**src/rtl/pec_pkg.sv**
```systemverilog
// Package: shared constants and types for the filtered performance event counter.
// Assumes a 64-bit control word; bit positions are fixed because software encodes them.
package pec_pkg;
    localparam int CTL_W = 64;
    localparam logic [CTL_W-1:0] CTL_KEEP_MASK = 64'h0000_0000_CFFF_F000;

    localparam int B_ENABLE  = 12;
    localparam int B_MODE_LO = 16;
    localparam int B_CMP     = 18;
    localparam int B_COMPL   = 19;
    localparam int B_THR_LO  = 20;
    localparam int B_EDGE    = 24;
    localparam int B_FORCE   = 25;
    localparam int B_IRQ0    = 26;
    localparam int B_IRQ1    = 27;
    localparam int B_CASCADE = 30;
    localparam int B_OVF     = 31;
    localparam int THR_W     = 4;

    typedef enum logic [1:0] {
        ACT_NONE = 2'b00,
        ACT_ONE  = 2'b01,
        ACT_BOTH = 2'b10,
        ACT_ANY  = 2'b11
    } act_mode_e;

    typedef struct packed {
        logic             enable;
        act_mode_e        mode;
        logic             cmp_en;
        logic             compl_en;
        logic [THR_W-1:0] thr;
        logic             edge_en;
        logic             cascade;
    } filt_cfg_t;

    // Extract the fields the filter stage needs from a control word.
    function automatic filt_cfg_t get_filt_cfg(input logic [CTL_W-1:0] w);
        filt_cfg_t c;
        c.enable   = w[B_ENABLE];
        c.mode     = act_mode_e'(w[B_MODE_LO +: 2]);
        c.cmp_en   = w[B_CMP];
        c.compl_en = w[B_COMPL];
        c.thr      = w[B_THR_LO +: THR_W];
        c.edge_en  = w[B_EDGE];
        c.cascade  = w[B_CASCADE];
        return c;
    endfunction
endpackage

```
**src/rtl/pec_ctl_reg.sv**
```systemverilog
// Module: control word register.
// Stores only the writable bits. It ORs in the overflow flag whenever the
// accumulator reports an overflow, even in the cycle of a software write.
// Assumes ovf_set is a single-cycle event from the accumulator.
module pec_ctl_reg
    import pec_pkg::*;
(
    input  logic             clk,
    input  logic             rst_n,
    input  logic             wr_en,
    input  logic [CTL_W-1:0] wr_data,
    input  logic             ovf_set,
    output logic [CTL_W-1:0] ctl_q
);
    logic [CTL_W-1:0] ctl_d;

    // Next value: masked write or hold, then overflow flag merge.
    always_comb begin
        ctl_d = wr_en ? (wr_data & CTL_KEEP_MASK) : ctl_q;
        if (ovf_set) ctl_d[B_OVF] = 1'b1;
    end

    // Control word state.
    always_ff @(posedge clk) begin
        if (!rst_n) ctl_q <= '0;
        else        ctl_q <= ctl_d;
    end


    ovf_sticky_chk: assert property (@(posedge clk) disable iff (!rst_n)
        ($past(ctl_q[B_OVF]) && !$past(wr_en)) |-> ctl_q[B_OVF]);

    ovf_set_wins_chk: assert property (@(posedge clk) disable iff (!rst_n)
        ovf_set |=> ctl_q[B_OVF]);
endmodule

```
**src/rtl/pec_filter.sv**
```systemverilog
// Module: event filter.
// Applies threshold compare, complement, edge detection, thread gating and
// cascade arming, and produces the increment for the current cycle.
// Assumes the configuration comes from the registered control word.
module pec_filter
    import pec_pkg::*;
#(
    parameter int EVT_W = 4
) (
    input  logic             clk,
    input  logic             rst_n,
    input  filt_cfg_t        cfg,
    input  logic             ctl_wr_en,
    input  logic [EVT_W-1:0] evt_cnt,
    input  logic [1:0]       thr_active,
    input  logic             alt_ovf,
    output logic [EVT_W-1:0] inc_amt
);
    localparam int CW = (EVT_W > THR_W) ? EVT_W : THR_W;

    logic [CW-1:0] evt_x, thr_x;
    logic          cmp_raw;
    logic          prev_cmp_q;
    logic          armed_q;
    logic          gate_ok;
    logic          run;
    logic [1:0]    n_active;

    // Comparator with selectable sense.
    always_comb begin
        evt_x   = CW'(evt_cnt);
        thr_x   = CW'(cfg.thr);
        cmp_raw = cfg.compl_en ? (evt_x <= thr_x) : (evt_x > thr_x);
    end

    // Thread activity gate.
    always_comb begin
        n_active = {1'b0, thr_active[0]} + {1'b0, thr_active[1]};
        unique case (cfg.mode)
            ACT_NONE: gate_ok = (n_active == 2'd0);
            ACT_ONE:  gate_ok = (n_active == 2'd1);
            ACT_BOTH: gate_ok = (n_active == 2'd2);
            default:  gate_ok = (n_active != 2'd0);
        endcase
    end

    // Previous comparator output for edge detection, sampled every cycle.
    always_ff @(posedge clk) begin
        if (!rst_n) prev_cmp_q <= 1'b0;
        else        prev_cmp_q <= cmp_raw;
    end

    // Cascade arming: set by alternate overflow, cleared by any control write.
    always_ff @(posedge clk) begin
        if (!rst_n)                         armed_q <= 1'b0;
        else if (ctl_wr_en)                 armed_q <= 1'b0;
        else if (cfg.cascade && alt_ovf)    armed_q <= 1'b1;
    end

    // Increment selection.
    always_comb begin
        run = cfg.enable && gate_ok && (!cfg.cascade || armed_q);
        if (!run)
            inc_amt = '0;
        else if (!cfg.cmp_en)
            inc_amt = evt_cnt;
        else if (cfg.edge_en)
            inc_amt = EVT_W'(cmp_raw && !prev_cmp_q);
        else
            inc_amt = EVT_W'(cmp_raw);
    end


    cmp_unit_inc_chk: assert property (@(posedge clk) disable iff (!rst_n)
        cfg.cmp_en |-> (inc_amt <= EVT_W'(1)));

    edge_single_chk: assert property (@(posedge clk) disable iff (!rst_n)
        (cfg.cmp_en && cfg.edge_en && inc_amt != '0 && !ctl_wr_en) |=> (inc_amt == '0));

    gate_none_chk: assert property (@(posedge clk) disable iff (!rst_n)
        (cfg.mode == ACT_NONE && thr_active != 2'b00) |-> (inc_amt == '0));
endmodule

```
**src/rtl/pec_accum.sv**
```systemverilog
// Module: wrapping accumulator.
// Adds the increment, detects the wrap past all-ones, handles software loads
// and issues registered per-thread interrupt pulses.
// Assumes a load replaces the increment of the same cycle.
module pec_accum #(
    parameter int CNT_W = 40,
    parameter int EVT_W = 4
) (
    input  logic             clk,
    input  logic             rst_n,
    input  logic [EVT_W-1:0] inc_amt,
    input  logic             ld_en,
    input  logic [CNT_W-1:0] ld_data,
    input  logic             force_ovf,
    input  logic [1:0]       irq_en,
    output logic [CNT_W-1:0] count_q,
    output logic             ovf_evt,
    output logic [1:0]       irq_q
);
    logic [CNT_W:0] sum;

    // Sum with carry-out, and the overflow event.
    always_comb begin
        sum     = {1'b0, count_q} + (CNT_W+1)'(inc_amt);
        ovf_evt = !ld_en && (sum[CNT_W] || (force_ovf && inc_amt != '0));
    end

    // Count state: load has priority over the increment.
    always_ff @(posedge clk) begin
        if (!rst_n)     count_q <= '0;
        else if (ld_en) count_q <= ld_data;
        else            count_q <= sum[CNT_W-1:0];
    end

    // Interrupt pulses, one cycle after the overflow event.
    always_ff @(posedge clk) begin
        if (!rst_n) irq_q <= '0;
        else        irq_q <= irq_en & {2{ovf_evt}};
    end


    hold_when_idle_chk: assert property (@(posedge clk) disable iff (!rst_n)
        (!ld_en && inc_amt == '0) |=> $stable(count_q));

    irq_needs_event_chk: assert property (@(posedge clk) disable iff (!rst_n)
        (irq_q != 2'b00) |-> $past(ovf_evt));
endmodule

```
**src/rtl/perf_evt_counter.sv**
```systemverilog
// Module: top of the filtered performance event counter.
// Connects the control register, the filter and the accumulator.
// Assumes the event count is already selected and privilege-filtered upstream.
module perf_evt_counter
    import pec_pkg::*;
#(
    parameter int CNT_W = 40,
    parameter int EVT_W = 4
) (
    input  logic             clk,
    input  logic             rst_n,
    input  logic             ctl_wr_en,
    input  logic [63:0]      ctl_wr_data,
    input  logic             cnt_wr_en,
    input  logic [CNT_W-1:0] cnt_wr_data,
    input  logic [EVT_W-1:0] evt_cnt,
    input  logic [1:0]       thr_active,
    input  logic             alt_ovf,
    output logic [63:0]      ctl_rd_data,
    output logic [CNT_W-1:0] count_q,
    output logic             ovf_flag,
    output logic             irq_t0,
    output logic             irq_t1
);
    logic [CTL_W-1:0] ctl_q;
    filt_cfg_t        cfg;
    logic [EVT_W-1:0] inc_amt;
    logic             ovf_evt;
    logic [1:0]       irq_q;

    pec_ctl_reg i_ctl (
        .clk     (clk),
        .rst_n   (rst_n),
        .wr_en   (ctl_wr_en),
        .wr_data (ctl_wr_data),
        .ovf_set (ovf_evt),
        .ctl_q   (ctl_q)
    );

    // Decode the filter fields from the stored word.
    always_comb cfg = get_filt_cfg(ctl_q);

    pec_filter #(.EVT_W(EVT_W)) i_filt (
        .clk        (clk),
        .rst_n      (rst_n),
        .cfg        (cfg),
        .ctl_wr_en  (ctl_wr_en),
        .evt_cnt    (evt_cnt),
        .thr_active (thr_active),
        .alt_ovf    (alt_ovf),
        .inc_amt    (inc_amt)
    );

    pec_accum #(.CNT_W(CNT_W), .EVT_W(EVT_W)) i_acc (
        .clk       (clk),
        .rst_n     (rst_n),
        .inc_amt   (inc_amt),
        .ld_en     (cnt_wr_en),
        .ld_data   (cnt_wr_data),
        .force_ovf (ctl_q[B_FORCE]),
        .irq_en    ({ctl_q[B_IRQ1], ctl_q[B_IRQ0]}),
        .count_q   (count_q),
        .ovf_evt   (ovf_evt),
        .irq_q     (irq_q)
    );

    // Output mapping.
    always_comb begin
        ctl_rd_data = ctl_q;
        ovf_flag    = ctl_q[B_OVF];
        irq_t0      = irq_q[0];
        irq_t1      = irq_q[1];
    end


    irq0_flag_chk: assert property (@(posedge clk) disable iff (!rst_n)
        irq_t0 |-> ovf_flag);

    wrap_flag_chk: assert property (@(posedge clk) disable iff (!rst_n)
        (!$past(cnt_wr_en) && count_q < $past(count_q)) |-> ovf_flag);

    reserved_zero_chk: assert property (@(posedge clk) disable iff (!rst_n)
        $past(ctl_wr_en) |-> ((ctl_rd_data & ~CTL_KEEP_MASK) == '0));
endmodule

```
**config.mk**
```make
export PLATFORM = sky130hd
export DESIGN_NAME = perf_evt_counter
export DESIGN_NICKNAME = d
export VERILOG_FILES = /design/src/rtl/pec_pkg.sv /design/src/rtl/pec_ctl_reg.sv /design/src/rtl/pec_filter.sv /design/src/rtl/pec_accum.sv /design/src/rtl/perf_evt_counter.sv
export SDC_FILE = /design/constraint.sdc
export NUM_CORES = 1
export LEC_CHECK = 0
export BUFFER_PORTS_ARGS = -buffer_cell sky130_fd_sc_hd__buf_2
export CORE_MARGIN = 2
export CORE_UTILIZATION = 40
export DETAILED_ROUTE_END_ITERATION = 12
export PLACE_DENSITY = 0.84
export REMOVE_ABC_BUFFERS = 1
export SYNTH_ARGS = -nofsm -noshare
export SYNTH_HDL_FRONTEND = slang
export SYNTH_HIERARCHICAL = 1
export SYNTH_SLANG_ARGS = --single-unit
```
**constraint.sdc**
```tcl
create_clock -name clk -period 3.1 [get_ports clk]
set_clock_uncertainty 0.05 [all_clocks]
set_input_delay 0.155 -clock clk [delete_from_list [all_inputs] [get_ports clk]]
set_output_delay 0.155 -clock clk [all_outputs]
set_load 0.1 [all_outputs]
```
# After elaboration in Yosys (flattened, before gate mapping)
# Index checks and enable logic that the tools add are counted.
# classes
n_bitwise	2
magnitude_cmp	2
shifts	0
mul	0
mux	8
n_eq_ne	4
add_sub_neg	2
div_mod_pow	0
reduce_logical	17
# op_table
cell	count
40-bit by 4-bit adder with 41-bit output	1
40-bit 2-to-1 mux	1
32-bit 2-to-1 mux	1
4-bit 2-to-1 mux	2
1-bit logical AND	6
2-bit by 1-bit equality test with 1-bit output (second input constant)	2
2-bit equality test (second input constant)	2
4-bit greater-than comparator	1
4-bit <= comparator	1
2-bit zero test	2
2-bit nonzero test	2
4-bit nonzero test	1
1-bit zero test	3
1-bit 2-to-1 mux	3
1-bit case mux with 3 select lines	1
1-bit by 1-bit adder with 2-bit output	1
2-bit bitwise AND	1
1-bit logical OR	2
2-bit OR reduction	1
1-bit inverter	1
# word_totals
output_inout_bits	107
input_bits	115
regBits	62
mem_count	0
latch_bits	0
mem_bits_ro	0
ram_bits	0

# Depth between registers and ports, before layout
# logic_depth
depth_word	11
ltp_mapped	15
ltp_nobuf	15

# Modules after synthesis
# Netlist, hierarchy kept.
# modules_own_cells
mod	n_inst	cells_each	area_each_um2
pec_accum	1	281	2381.0
pec_ctl_reg	1	104	1038.5
pec_filter	1	43	350.3
perf_evt_counter	1	1	7.5

# Worst setup path before layout
# Ideal clock, no wire load.
# synth_timing
path_type	register to register
startpoint	register i_ctl.ctl_q[16]
endpoint	register i_acc.count_q[30]
arrival_time_ns	3.616
setup_slack_ns	-0.640
path_stages_with_launch	15
cell_sequence	dfxtp_1 > inv_1 > ha_1 > nand4bb_1 > nand3_1 > nand3_1 > or3_1 > o31ai_2 > ha_1 > fa_1 > a21o_1 > o21a_1 > nand3_2 > or4_1 > a31oi_1
# synth_between
elab_chain_cells	7
# synth_lines
element	line	source
start: declaration	pec_ctl_reg.sv:13	output logic [CTL_W-1:0] ctl_q
start signal: assignment	pec_ctl_reg.sv:26	else ctl_q <= ctl_d;
2-bit equality test, or another cell as far along	pec_filter.sv:39	unique case (cfg.mode)
1-bit case mux with 3 select lines *	pec_filter.sv:39	
1-bit logical AND * (2 in series)	pec_filter.sv:62	run = cfg.enable && gate_ok && (!cfg.cascade || armed_q);
4-bit 2-to-1 mux *	pec_filter.sv:63	if (!run)
net inc_amt[0]	perf_evt_counter.sv:27	logic [EVT_W-1:0] inc_amt;
40-bit by 4-bit adder with 41-bit output *	pec_accum.sv:24	sum = {1'b0, count_q} + (CNT_W+1)'(inc_amt);
40-bit 2-to-1 mux *	pec_accum.sv:31	else if (ld_en) count_q <= ld_data;
end signal: assignment	pec_accum.sv:31	
end signal: assignment	pec_accum.sv:32	else count_q <= sum[CNT_W-1:0];
end: declaration	pec_accum.sv:16	output logic [CNT_W-1:0] count_q,
# The timed path passes the listed nets; every way through them passes the cells marked *.
# A chain may end at the register's enable or synchronous reset.

# Worst setup path in the final report
# layout_timing
startpoint	register i_ctl.ctl_q[21]
endpoint	register i_acc.count_q[10]
# layout_between
elab_chain_cells	8
# layout_lines
element	line	source
4-bit greater-than comparator / 4-bit <= comparator (equally long branches)	pec_filter.sv:33	cmp_raw = cfg.compl_en ? (evt_x <= thr_x) : (evt_x > thr_x);
1-bit 2-to-1 mux *	pec_filter.sv:33	
1-bit logical AND	pec_filter.sv:68	inc_amt = EVT_W'(cmp_raw && !prev_cmp_q);
1-bit 2-to-1 mux *	pec_filter.sv:67	else if (cfg.edge_en)
4-bit 2-to-1 mux *	pec_filter.sv:65	else if (!cfg.cmp_en)
4-bit 2-to-1 mux *	pec_filter.sv:63	
net inc_amt[0]	perf_evt_counter.sv:27	
40-bit by 4-bit adder with 41-bit output *	pec_accum.sv:24	
40-bit 2-to-1 mux *	pec_accum.sv:31	
# Marked as above.

==> impl_results.md <==
- Placed cell count: 664
- Final Hold Viols: 0
- Sequential cell area: 0.00124 mm2
- Max-slew violations: 0
- DRT antenna net count: 0
- Cts bufs inserted: 9
- Failing checks: negative setup slack
- Worst setup slack after layout: -62.4 ps
- Vias in the first global route: 3305
- GR Util All Layers: 19.1%
- Reg clk slew, reported paths: 80 ps
- VDD IR-drop max: 0.298 mV
- DR vias: 3576
- Unique masters post-synth: 55
- Critical path fanouts, max: 5
- I/O pins: 222
- Total negative slack: -458 ps
- Int Pwr: 1.54 mW
- Die Wd: 101 um
- Die H: 101 um
- Min Tclk post-route: 3160 ps
- Post-Synthesis Cells: 429
- Die area: 0.0102 mm2
- Hold Slack: 26.2 ps
- First DRT Iteration DRCs: 139
- Final setup viols: 13
- Startpoint Class: flop
- Fin cells: 700
- Worst Tran Pin Value: 899 ps
- CTS tree: built
- Remaining DRCs: 0
- Synth Warn #: 6
- Final period utilization: 102%
- Clk buf depth: 2
- Psw: 1.13 mW
- Area leader, netlist: dfxtp_1
- Seq/Total Area, Yosys: 32.9%
- Asr flop ratio synth: 0%
- EDFF count, synth: 0
- Clock group share of total power: 31.5%
- Critical path data arrival time: 3300 ps
- Initial antenna violation count: 0
- H-tree levels: 3
- Slew HR: 40.1%
- Most used flip-flop cell after synthesis: dfxtp_1
- Largest net degree at the start of global routing: 65
- Worst Hold Class: in -> reg
- PD cells: 530 mW/mm2
- P&R area growth vs syn: 33.2%
- RD Place Congestion: 0.829
- Number of max-cap violations: 0
- Crit path required time: 3240 ps
- Sink Count: 62
- Area of the core: 0.00920 mm2
- Post-DP HPWL: 7050 um
- Highest Clock Rate: 316 MHz
- Crit. End Element: flop
- DR vias/cell: 5.11
- Ant diodes: 0
- Sequential share of power: 34.0%
- Unrepaired setup endpoints after global routing: yes
- Multi-input gate area: 0.00242 mm2
- Drt wl/cell: 14.7 um
- Status: finished, violations left
- Port-buffer cells: 129
- Drt total wl: 10300 um
- First-pass GRT wire length: 15600 um
- Clk root buf: clkbuf_8
- Layout cells sized above 1: 39.2%
- Filler instances: 860
- Lkg Pwr: 2.37 nW
- Grt total ovfl: 0
- Avg Synthesized Cell Area: 8.81 um2
- Power Total: 2.67 mW
- Most common cell after layout, fill and taps aside: buf_2
- Later-pin clock latency in the skew report: 340 ps
- Synth top area share: 32.9%
- Seq cells post-synth: 62
- Most frequent cells in the layout: 129 x buf_2, 59 x dfxtp_1, 46 x conb_1
- Switching share of total power: 42.3%
- Top cells by area, synth: dfxtp_1 33%, buf_4 9.3%, o21ai_0 5.3%, mux2i_1 5.0%, ha_1 4.3%
- Initial Util: 41.1%
- Final nets: 713
- CP Class: reg -> reg
- Post-place setup slack: -241 ps
- 1st-pass router iterations: 4
- Gate power share: 34.4%
- Mapped Area: 0.00378 mm2
- # rows: 35
-- state kept, by name, indices dropped and copies added, names as in the netlist --
name,flops
i_acc/count_q,40
i_filt/armed_q,1
i_ctl/ctl_q,18
i_filt/prev_cmp_q,1
i_acc/irq_q,2
-- cell usage after synthesis (5+ instances only) --
cell,instances
a21oi_1,23
a31oi_1,13
and2_1,9
and3_1,5
and4_1,5
buf_4,47
clkbuf_1,13
dfxtp_1,62
ha_1,13
inv_1,13
mux2i_1,19
nand2_1,21
nand3_1,15
nand4_1,9
nor2b_1,21
o211a_1,6
o21ai_0,40
o31ai_1,6
or3_1,8
or4_1,7
xnor2_1,12
xor2_1,13
-- worst paths after layout --
check / startpoint / to / slack [ps] / cells past startpoint
hold reg to reg: i_ctl/ctl_q[27] / i_acc/irq_q[1] / 380 / 2
hold / removal: ctl_wr_data[14] / i_ctl/ctl_q[14] / 30 / 3
setup / recovery: i_ctl/ctl_q[21] / i_acc/count_q[10] / -60 / 16
setup reg to reg: i_ctl/ctl_q[21] / i_acc/count_q[10] / -60 / 16
-- power groups by stage --
| stage | Clock, mW | Sequential (mW) | Combinational (mW) |
|---|---|---|---|
| after floorplan | 0 | 1.27 | 0.370 |
| after global placement | 0 | 0.915 | 0.868 |
| after detailed placement | 0 | 0.920 | 0.879 |
| after global routing | 0.900 | 0.915 | 0.958 |
| final | 0.840 | 0.907 | 0.918 |
| after CTS | 0.862 | 0.904 | 0.903 |
-- stage by stage --
step | utilization (%) | cell area [um2]
global route | 54.7 | 5030
floorplan | - | 3490
global placement | 47.7 | 4390
detailed placement | 47.7 | 4390
finish | 54.7 | 5030
CTS | 52.1 | 4790
-- per-layer routing --
metal / up-vias / GRT usage (%) / part of all wire [%]
li1: 1760 / - / -
met1: 1672 / 22.9 / 42
met2: 138 / 34.5 / 52
met3: 6 / 4.21 / 5.8
met4: 0 / 4.99 / 0.39
met5: - / 0 / 0
-- timing repair --
item                                   in CTS  in global routing
gates cloned                                0                  1
endpoints found under the hold margin       2                  0
gates resized for setup                    19                 35
pin swaps                                  12                 24
buffers inserted                            5                 13
hold buffers                                2                  0
setup endpoints to repair                  25                 28
-- kinds of logic (layout without fill, tap and decap cells) --
kind of cell | Yosys count | count (layout) | synth area share, %
simple gates | 127 | 128 | 20.9
flops | 62 | 62 | 32.9
mux | 20 | 20 | 5.43
xor+xnor | 25 | 25 | 5.80
other cells | 1 | 46 | 0.0993
compound gates | 102 | 102 | 16.7
fa+ha+maj | 14 | 14 | 4.84
buf+inv | 78 | 192 | 13.3
-- layout make-up --
class	count	area share (%)
clock inverters	3	1.29
repair buffers	163	18.7
multi-input cells	335	48.2
well taps	111	2.76
inverters	13	0.970
clock buffers	13	3.36
flip-flops and latches	62	24.8
-- worst max-delay path, stage by stage, from the launching register on --
cell      delay (ps)
dfxtp_2          350
inv_2             50
ha_4             260
nor2b_4          130
o211ai_2         100
a21oi_4          170
xnor2_2          160
o31ai_4           90
ha_2             190
fa_2             360
a21o_1           180
o21a_1           210
buf_4            150
buf_8            120
and4_1           190
xnor2_1          170
a21oi_1          100
Note: power is estimated with default switching activity, not from simulation.
